===== src/rtl/fa_pkg.sv =====
// Shared types for the embedded-clock frame aligner.
package fa_pkg;
    // Acquisition state: searching, confirming a candidate offset, locked.
    typedef enum logic [1:0] {
        ST_HUNT    = 2'd0,
        ST_CONFIRM = 2'd1,
        ST_LOCKED  = 2'd2
    } sync_state_e;
endpackage


===== src/rtl/fa_shift_window.sv =====
// Serial-to-window stage. Keeps the last FRAME_W bits, oldest at index 0,
// and decodes the window that includes the bit arriving on this strobe.
// Assumes the frame layout: [0]=1, [1]=0, payload, balance flag, parity.
module fa_shift_window #(
    parameter int FRAME_W = 28,
    parameter int DATA_W  = 24
) (
    input  logic              clk,
    input  logic              rst_n,
    input  logic              clear,
    input  logic              bit_en,
    input  logic              bit_in,
    output logic              pair_ok,
    output logic              par_ok,
    output logic [DATA_W-1:0] word
);
    localparam int FLAG_POS = DATA_W + 2;

    logic [FRAME_W-1:0] sr_q;
    logic [FRAME_W-1:0] sr_nxt;
    logic               flag;

    // Window as it will look once the present bit is taken in.
    always_comb sr_nxt = {bit_in, sr_q[FRAME_W-1:1]};

    // Shift a new bit in on each strobe; cleared on reset or power-down.
    always_ff @(posedge clk) begin
        if (!rst_n || clear) begin
            sr_q <= '0;
        end else if (bit_en) begin
            sr_q <= sr_nxt;
        end
    end

    // Decode clock pair, parity and balance flag of the candidate window.
    always_comb begin
        pair_ok = sr_nxt[0] & ~sr_nxt[1];
        par_ok  = ~(^sr_nxt[FRAME_W-1:2]);
        flag    = sr_nxt[FLAG_POS];
    end

    // Undo the balance inversion bit by bit.
    for (genvar i = 0; i < DATA_W; i++) begin : g_unbal
        assign word[i] = sr_nxt[i+2] ^ flag;
    end
endmodule


===== src/rtl/fa_sync_fsm.sv =====
// Frame synchroniser. Tests each strobe position as a boundary while hunting,
// confirms a candidate over LOCK_FRAMES frames, and then tracks it while locked.
// Assumes pair_ok/par_ok describe the window completed by the present strobe.
module fa_sync_fsm
    import fa_pkg::*;
#(
    parameter int FRAME_W     = 28,
    parameter int LOCK_FRAMES = 4
) (
    input  logic                       clk,
    input  logic                       rst_n,
    input  logic                       clear,
    input  logic                       bit_en,
    input  logic                       pair_ok,
    input  logic                       par_ok,
    output logic                       locked,
    output logic                       load,
    output logic                       err_pulse,
    output logic [$clog2(FRAME_W)-1:0] pos
);
    localparam int                POS_W     = $clog2(FRAME_W);
    localparam int                CNT_W     = $clog2(LOCK_FRAMES + 1);
    localparam logic [POS_W-1:0]  POS_LAST  = POS_W'(FRAME_W - 1);
    localparam logic [CNT_W-1:0]  CNT_FINAL = CNT_W'(LOCK_FRAMES - 1);
    localparam bit                ONE_SHOT  = (LOCK_FRAMES == 1);

    sync_state_e       state_q;
    logic [POS_W-1:0]  pos_q;
    logic [CNT_W-1:0]  cnt_q;
    logic              err_q;
    logic              win_ok;
    logic              at_end;

    // Helper terms: full window validity and expected boundary.
    always_comb begin
        win_ok = pair_ok & par_ok;
        at_end = (pos_q == POS_LAST);
    end

    // Word load: the locking frame, or any locked frame that keeps its pair.
    always_comb begin
        load = 1'b0;
        if (bit_en) begin
            unique case (state_q)
                ST_HUNT:    load = win_ok & ONE_SHOT;
                ST_CONFIRM: load = at_end & win_ok & (cnt_q == CNT_FINAL);
                ST_LOCKED:  load = at_end & pair_ok;
                default:    load = 1'b0;
            endcase
        end
    end

    // State, frame position, confirmation count and error pulse.
    always_ff @(posedge clk) begin
        if (!rst_n || clear) begin
            state_q <= ST_HUNT;
            pos_q   <= '0;
            cnt_q   <= '0;
            err_q   <= 1'b0;
        end else begin
            err_q <= 1'b0;
            if (bit_en) begin
                pos_q <= at_end ? '0 : pos_q + 1'b1;
                unique case (state_q)
                    ST_HUNT: begin
                        if (win_ok) begin
                            pos_q   <= '0;
                            cnt_q   <= CNT_W'(1);
                            state_q <= ONE_SHOT ? ST_LOCKED : ST_CONFIRM;
                        end
                    end
                    ST_CONFIRM: begin
                        if (at_end) begin
                            if (!win_ok) begin
                                state_q <= ST_HUNT;
                            end else begin
                                cnt_q <= cnt_q + 1'b1;
                                if (cnt_q == CNT_FINAL) state_q <= ST_LOCKED;
                            end
                        end
                    end
                    ST_LOCKED: begin
                        if (at_end) begin
                            if (!pair_ok)     state_q <= ST_HUNT;
                            else if (!par_ok) err_q   <= 1'b1;
                        end
                    end
                    default: state_q <= ST_HUNT;
                endcase
            end
        end
    end

    assign locked    = (state_q == ST_LOCKED);
    assign err_pulse = err_q;
    assign pos       = pos_q;
endmodule


===== src/rtl/fa_out_stage.sv =====
// Parallel output stage: word register, recovered clock from the frame
// position, and drive enables for the two output groups.
// Assumes pos is 0 right after the strobe that ends a frame.
module fa_out_stage #(
    parameter int FRAME_W = 28,
    parameter int DATA_W  = 24
) (
    input  logic                       clk,
    input  logic                       rst_n,
    input  logic                       clear,
    input  logic                       load,
    input  logic [DATA_W-1:0]          word,
    input  logic [$clog2(FRAME_W)-1:0] pos,
    input  logic                       locked,
    input  logic                       pwr_on,
    input  logic                       out_en,
    input  logic                       edge_sel,
    output logic [DATA_W-1:0]          data_o,
    output logic                       rclk_o,
    output logic                       out_drive_o,
    output logic                       lock_o,
    output logic                       lock_drive_o
);
    localparam int               POS_W    = $clog2(FRAME_W);
    localparam logic [POS_W-1:0] POS_HALF = POS_W'(FRAME_W / 2);

    logic [DATA_W-1:0] data_q;
    logic              late_half;

    // Hold the last loaded word; cleared on reset or power-down.
    always_ff @(posedge clk) begin
        if (!rst_n || clear) begin
            data_q <= '0;
        end else if (load) begin
            data_q <= word;
        end
    end

    // Recovered clock: low for the first half of the frame, high for the second, then polarity applied.
    always_comb begin
        late_half = (pos >= POS_HALF);
        rclk_o    = late_half ~^ edge_sel;
    end

    // Drive enables: data/clock need lock and enable, lock flag needs only power.
    always_comb begin
        out_drive_o  = pwr_on & out_en & locked;
        lock_drive_o = pwr_on;
    end

    assign data_o = data_q;
    assign lock_o = locked;
endmodule


===== src/rtl/emb_clk_aligner.sv =====
// Top of the embedded-clock frame aligner: window, synchroniser, output stage.
// Assumes one serial bit per bit_en strobe, from an external recovery stage.
module emb_clk_aligner #(
    parameter int DATA_W      = 24,
    parameter int LOCK_FRAMES = 4
) (
    input  logic              clk,
    input  logic              rst_n,
    input  logic              pwr_on,
    input  logic              out_en,
    input  logic              edge_sel,
    input  logic              bit_en,
    input  logic              bit_in,
    output logic [DATA_W-1:0] data_o,
    output logic              rclk_o,
    output logic              out_drive_o,
    output logic              lock_o,
    output logic              lock_drive_o,
    output logic              par_err_o
);
    localparam int FRAME_W = DATA_W + 4;
    localparam int POS_W   = $clog2(FRAME_W);

    logic              clear;
    logic              pair_ok;
    logic              par_ok;
    logic [DATA_W-1:0] word;
    logic              locked;
    logic              load;
    logic [POS_W-1:0]  pos;

    // Power-down acts as a synchronous acquisition reset.
    always_comb clear = ~pwr_on;

    fa_shift_window #(.FRAME_W(FRAME_W), .DATA_W(DATA_W)) win_i (
        .clk(clk), .rst_n(rst_n), .clear(clear), .bit_en(bit_en), .bit_in(bit_in),
        .pair_ok(pair_ok), .par_ok(par_ok), .word(word)
    );

    fa_sync_fsm #(.FRAME_W(FRAME_W), .LOCK_FRAMES(LOCK_FRAMES)) sync_i (
        .clk(clk), .rst_n(rst_n), .clear(clear), .bit_en(bit_en),
        .pair_ok(pair_ok), .par_ok(par_ok), .locked(locked), .load(load),
        .err_pulse(par_err_o), .pos(pos)
    );

    fa_out_stage #(.FRAME_W(FRAME_W), .DATA_W(DATA_W)) out_i (
        .clk(clk), .rst_n(rst_n), .clear(clear), .load(load), .word(word),
        .pos(pos), .locked(locked), .pwr_on(pwr_on), .out_en(out_en),
        .edge_sel(edge_sel), .data_o(data_o), .rclk_o(rclk_o),
        .out_drive_o(out_drive_o), .lock_o(lock_o), .lock_drive_o(lock_drive_o)
    );
endmodule


===== config.mk =====
export PLATFORM = sky130hd
export DESIGN_NAME = emb_clk_aligner
export DESIGN_NICKNAME = d
export VERILOG_FILES = /design/src/rtl/fa_pkg.sv /design/src/rtl/fa_shift_window.sv /design/src/rtl/fa_sync_fsm.sv /design/src/rtl/fa_out_stage.sv /design/src/rtl/emb_clk_aligner.sv
export SDC_FILE = /design/constraint.sdc
export NUM_CORES = 1
export LEC_CHECK = 0
export ABC_CLOCK_PERIOD_IN_PS = 2500
export BUFFER_PORTS_ARGS = -buffer_cell sky130_fd_sc_hd__buf_2
export CORE_ASPECT_RATIO = 0.7
export CORE_MARGIN = 10
export CORE_UTILIZATION = 58
export CTS_BUF_LIST = sky130_fd_sc_hd__clkbuf_16
export CTS_CLUSTER_DIAMETER = 60
export DETAILED_ROUTE_END_ITERATION = 12
export PLACE_DENSITY = 0.87
export SETUP_SLACK_MARGIN = 0.3
export SLEW_MARGIN = 20
export SYNTH_ARGS = -nofsm -noshare
export SYNTH_HDL_FRONTEND = slang
export SYNTH_SLANG_ARGS = --single-unit

===== constraint.sdc =====
create_clock -name clk -period 2.5 [get_ports clk]
set_input_delay 0.25 -clock clk [delete_from_list [all_inputs] [get_ports clk]]
set_output_delay 0.25 -clock clk [all_outputs]
set_load 0.02 [all_outputs]

# After elaboration in Yosys (flattened, before gate mapping)

Cells that the tools add are included.

Register bits after elaboration: 63
Output and inout bits: 29

$lt $le $gt $ge: 1
Reduce and logical (&&, ||, !) cells: 8
Mux-type cells: 17
Eq/ne operators: 10
Bitwise logic cells: 39
Add/sub/neg operators: 2

Operator list:

| cell                                                                    | count |
|---|---|
| 26-bit parity                                                           | 1 |
| 1-bit bitwise XOR                                                       | 24 |
| 5-bit 2-to-1 mux                                                        | 3 |
| 2-bit 2-to-1 mux                                                        | 6 |
| 3-bit 2-to-1 mux                                                        | 3 |
| 1-bit bitwise AND                                                       | 7 |
| 1-bit NOT                                                               | 7 |
| 2-bit by 1-bit inequality test with 1-bit output, second input constant | 3 |
| 2-bit one-hot mux with 3 select lines                                   | 1 |
| 3-bit one-hot mux with 2 select lines                                   | 1 |
| 6-bit AND reduction                                                     | 1 |
| 5-bit by 1-bit adder with 5-bit output, second input constant           | 1 |
| 5-bit equality test, second input constant                              | 1 |
| 5-bit by 4-bit >= comparator with 1-bit output, second input constant   | 1 |
| 5-bit AND reduction                                                     | 1 |
| 5-bit OR reduction                                                      | 1 |
| 2-bit inequality test, second input constant                            | 2 |
| 3-bit by 1-bit adder with 3-bit output, second input constant           | 1 |
| 3-bit by 2-bit equality test with 1-bit output, second input constant   | 1 |
| 3-bit inequality test, second input constant                            | 1 |
| 2-bit by 1-bit equality test with 1-bit output, second input constant   | 1 |
| 2-bit equality test, second input constant                              | 1 |
| 2-bit zero test                                                         | 1 |
| 1-bit 2-to-1 mux                                                        | 2 |
| 5 further kinds                                                         | 5 |

# Logic depth before layout (Yosys ltp)

Word-level depth: 7
Depth in mapped cells: 10

# Modules after synthesis

A second synthesis with hierarchy kept.

Cells, all modules: 301
Area, all modules: 3027.9 um2

By module, submodules not included:

| module          | cells an instance | times used | area an instance (um2) | seq. area each (um2) |
|---|---|---|---|---|
| fa_shift_window | 138               | 1          | 1413.9                 | 540.5 |
| fa_out_stage    | 84                | 1          | 932.1                  | 480.5 |
| fa_sync_fsm     | 78                | 1          | 678.2                  | 220.2 |
| emb_clk_aligner | 1                 | 1          | 3.8                    | 0.0 |

# Worst setup path before layout

Ideal clock, no wire load.

Path kind: register -> register
From: register win_i.sr_q[16]
To: register out_i.data_q[10] (netlist: out_i.data_o[10])
Data arrival time: 2.138 ns
Stages on the path, launching flop included: 10
Slack: 0.281 ns
Setup time: 0.081 ns
Required time: 2.419 ns
Path through: dfxtp_1 > xnor2_1 > xnor2_1 > xnor3_1 > xnor3_2 > a31o_4 > and2_4 > buf_6 > buf_6 > a211oi_2

Longest elaborated chain between the ends: 7

Ends and longest elaborated chain:

| element                               | RTL line              | source |
|---|---|---|
| from (decl)                           | fa_shift_window.sv:19 | `logic [FRAME_W-1:0] sr_q;` |
| from (signal assigned)                | fa_shift_window.sv:31 | `sr_q <= sr_nxt;` |
| 26-bit parity                         | fa_shift_window.sv:38 | `par_ok = ~(^sr_nxt[FRAME_W-1:2]);` |
| 1-bit NOT                             | fa_shift_window.sv:38 |  |
| 1-bit bitwise AND                     | fa_sync_fsm.sv:36     | `win_ok = pair_ok & par_ok;` |
| 1-bit bitwise AND (2 in a row)        | fa_sync_fsm.sv:46     | `ST_CONFIRM: load = at_end & win_ok & (cnt_q == CNT_FINAL);` |
| 1-bit one-hot mux with 2 select lines | fa_sync_fsm.sv:44     | `unique case (state_q)` |
| 1-bit 2-to-1 mux                      | fa_sync_fsm.sv:43     | `if (bit_en) begin` |
| to (signal assigned)                  | fa_out_stage.sv:35    | `data_q <= word;` |
| to (decl)                             | fa_out_stage.sv:27    | `logic [DATA_W-1:0] data_q;` |

Every way passes these cells.
A chain may end at the register's enable or synchronous reset.

# Worst setup path in the final report

From: register win_i.sr_q[19]
To: register out_i.data_q[19] (netlist: out_i.data_o[19])

The elaborated chain is that of the path after synthesis.

==> flow_metrics.env <==
export IMPL_status="finished clean"
export IMPL_synth_area_sq_um=3080
export IMPL_num_io_pins=36
export IMPL_clock_path_buffers=2
export IMPL_start_util_pct=59.2
export IMPL_area_delta_synth_final_pct=25.1
export IMPL_numCtsBuffers=9
export IMPL_slew_headroom_pct=49.2
export IMPL_seq_area_frac_synth_pct=40.3
export IMPL_viasPerCell=5.63
export IMPL_final_nets=363
export IMPL_p_int_mw=1.67
export IMPL_synth_cell_type_count=39
export IMPL_grtUsageTotal_pct=16.7
export IMPL_rows=22
export IMPL_syn_inst=311
export IMPL_reg2reg_slack_ns=0.20
export IMPL_synthesis_nets=325
export IMPL_skew_ns=0.00609
export IMPL_timing_final_hold_violations=0
export IMPL_firstDrtPassIters=4
export IMPL_drive_above_1_share_pct=38.9
export IMPL_criticalPathCategory="reg -> reg"
export IMPL_synth_fa_ha_area_share_pct=2.85
export IMPL_grt_pass1_vias=2342
export IMPL_rsz0062_at_grt="true"
export IMPL_min_to="sync_i.state_q[0]"
export IMPL_drcViolationCount=0
export IMPL_hold_class="in -> reg"
export IMPL_cts_sinks=62
export IMPL_cts_hold_buffers=0
export IMPL_sw_frac_of_total_pct=21.6
export IMPL_vdd_drop_max_v=0.000578
export IMPL_post_route_period_util_pct=91.9
export IMPL_multi_input_comb_area_sq_um=1940
export IMPL_drv_slew=0
export IMPL_power_density_nw_per_um2=552
export IMPL_vias=2388
export IMPL_regToRegStartpoint="win_i.sr_q[19]"
export IMPL_grt_ovfl_total=0
export IMPL_cp_end_kind="flop"
export IMPL_ys_seq_elements=62
export IMPL_gp_congestion=0.898
export IMPL_port_buffers=35
export IMPL_synth_warnings=0
export IMPL_die_x_um=107
export IMPL_synth_area_per_cell_sq_um=9.90
export IMPL_drt_iter0_drc=92
export IMPL_ant_nets=0
export IMPL_antenna_cells=0
export IMPL_fin_util_pct=74.0
export IMPL_min_period_ns=2.30
export IMPL_synth_compound_area_share_pct=17.0
export IMPL_synth_top_area_share_pct=40.3
export IMPL_setup_tns_ns=0
export IMPL_critPathLaunchType="flop"
export IMPL_drt_wirelength_per_cell_um=17.1
export IMPL_seqCellArea_sq_um=1270
export IMPL_cts_root_buf="clkbuf_16"
export IMPL_synth_simple_gate_area_share_pct=11.2
export IMPL_worstHoldStart="pwr_on"
export IMPL_synth_mux_area_share_pct=9.80
export IMPL_die_area_sq_um=8670
export IMPL_cts_max_level=3
export IMPL_antenna_found_initial=0
export IMPL_seqPwrFrac_pct=46.6
export IMPL_maxCapViolCount=0
export IMPL_worstPathMaxFanout=15
export IMPL_coreArea_sq_um=5200
export IMPL_yosys_area_top_type="dfxtp_1"
export IMPL_clockPowerShare_pct=48.8
export IMPL_fmax_mhz=435
export IMPL_die_y_um=81.0
export IMPL_power_switching_mw=0.459
export IMPL_synth_top_family_by_area="compound AO/OA/AOI/OAI gates"
export IMPL_wirelength_um=7260
export IMPL_grt_pass1_wl_um=11400
export IMPL_place_inst=401
export IMPL_hold_slack_ns=0.217
export IMPL_setup_violations=0
export IMPL_n_fill_cell=362
export IMPL_reg2reg_depth=8
export IMPL_p_comb_share_pct=4.7
export IMPL_dpl_hpwl_um=4240
export IMPL_clk_latency_ns=0.33
export IMPL_grt_max_degree=32
export IMPL_cts_tree="done"
export IMPL_cp_required_ns=2.68
export IMPL_synth_area_leaders="dfxtp_1 40%, xnor2_1 12%, mux2i_1 9.4%"
export IMPL_worst_slew_pin_slew_ns=0.759
export IMPL_r2r_end="out_i.data_o[19]"
export IMPL_min_path_cells=2
export IMPL_clk_pin_slew_ns=0.05
export IMPL_worst_ep_arrival_time_ns=2.48
export IMPL_fin_cells=424
export IMPL_p_leak_nw=1.39
export IMPL_synth_xor_area_share_pct=14.6
==> state kept, by name (all words and copies together), names as in the netlist <==
register / flops
win_i.sr_q: 27
out_i.data_o: 24
sync_i.pos: 5
sync_i.cnt_q: 3
sync_i.state_q: 2
sync_i.err_pulse: 1
==> per-layer routing <==
metal / global-route usage, % / routed length [um] / vias up
li1: - / - / 1156
met3: 7.04 / 470 / 18
met4: 6.47 / 154 / 0
met2: 25.5 / 3350 / 65
met5: 0 / 0 / -
met1: 20.5 / 3290 / 1149
==> repair_timing <==
action | 4_1_cts | 5_1_grt
gates resized for setup | 23 | 37
cloned | 2 | 1
setup buffers | 4 | 2
setup endpoints to repair | 26 | 34
pin swaps | 7 | 8
==> critical path: stages (launching register included) <==
cell      delay (ns)
dfxtp_4         0.36
xnor2_4         0.15
xnor2_2         0.21
xnor3_1         0.44
xnor3_2         0.29
a31o_4          0.31
buf_12          0.17
a21oi_2         0.15
a211oi_2        0.06
==> metrics by stage <==
stage	power [mW]	worst slack, ns	area [sq um]
after floorplan	1.08	0.316	3100
after global placement	1.11	0.161	3310
after detailed placement	1.11	0.0995	3310
final	2.13	0.201	3850
after CTS	2.14	0.289	3670
after global routing	2.19	0.110	3850
==> kinds of logic after synthesis <==
| group | Yosys count |
|---|---|
| multiplexers | 30 |
| AND/OR/NAND/NOR | 71 |
| buffers and inverters | 27 |
| XOR/XNOR | 47 |
| AO/OA/AOI/OAI | 67 |
| flip-flops | 62 |
| adder cells (fa/ha/maj) | 7 |
==> worst max path at each step <==
stage                         from  cells past startpoint               end
floorplan           win_i.sr_q[21]                      9  out_i.data_o[10]
global placement    win_i.sr_q[19]                      7  out_i.data_o[14]
detailed placement  win_i.sr_q[19]                      7  out_i.data_o[19]
CTS                 win_i.sr_q[13]                      8  out_i.data_o[19]
global route        win_i.sr_q[19]                      8   out_i.data_o[4]
finish              win_i.sr_q[19]                      8  out_i.data_o[19]
==> final cells by class <==
cell class / instances / area share (%)
multi-input combinational: 225 / 50.3
sequential: 62 / 32.9
timing repair buffer: 47 / 7.63
clock buffer: 9 / 5.85
tap: 72 / 2.34
clock inverter: 5 / 0.552
inverter: 4 / 0.390
==> layout by cell type, fill, tap and decap left out, types with 2 or more instances in the layout <==
master,n
o21ai_0,4
nor2_1,31
dfxtp_4,3
nand3_1,3
nor3_1,2
and2_4,4
or2_2,2
ha_1,7
nor2b_1,2
xnor2_4,2
nand4b_1,2
buf_2,35
dfxtp_1,47
buf_12,2
and3_1,3
clkbuf_16,9
nand4_1,3
a211oi_2,24
xnor2_2,5
a21oi_2,16
dfxtp_2,12
nand2_1,10
clkinv_2,2
buf_4,9
mux2i_1,29
inv_1,6
a21oi_4,3
xnor2_1,37
nand2b_1,5
a21oi_1,14
==> synthesized netlist by cell type <==
cell type / instances
or3b_1: 1
xnor2_2: 1
nor2_1: 31
a211oi_1: 4
o32ai_1: 1
nand3_1: 4
xnor3_2: 1
nand2b_1: 5
xor2_1: 1
and2_1: 2
ha_1: 7
nand2_1: 11
a31o_4: 1
buf_1: 4
mux2i_1: 29
or2_2: 2
and3_1: 3
buf_6: 3
dfxtp_1: 62
nand4_1: 3
clkbuf_1: 11
inv_1: 4
and2_4: 1
xnor2_1: 43
buf_2: 3
a31oi_1: 1
buf_4: 1
nand4b_1: 2
clkbuf_2: 1
xnor3_1: 1
mux2_2: 1
a21oi_1: 33
nor3b_1: 2
nor2b_1: 2
a211oi_2: 20
o2111a_1: 1
o21ai_0: 5
a2111oi_0: 1
nor3_1: 2
==> power groups by stage <==
| stage | Clock, mW | Sequential [mW] | Combinational (mW) |
|---|---|---|---|
| 2_1_floorplan | 0 | 1.01 | 0.0725 |
| 3_3_place_gp | 0 | 1.01 | 0.0926 |
| 3_5_place_dp | 0 | 1.01 | 0.0932 |
| 4_1_cts | 1.05 | 0.993 | 0.0968 |
| 5_1_grt | 1.10 | 0.989 | 0.106 |
| 6_report | 1.04 | 0.990 | 0.0995 |
Power figures use the tool's default switching activity.
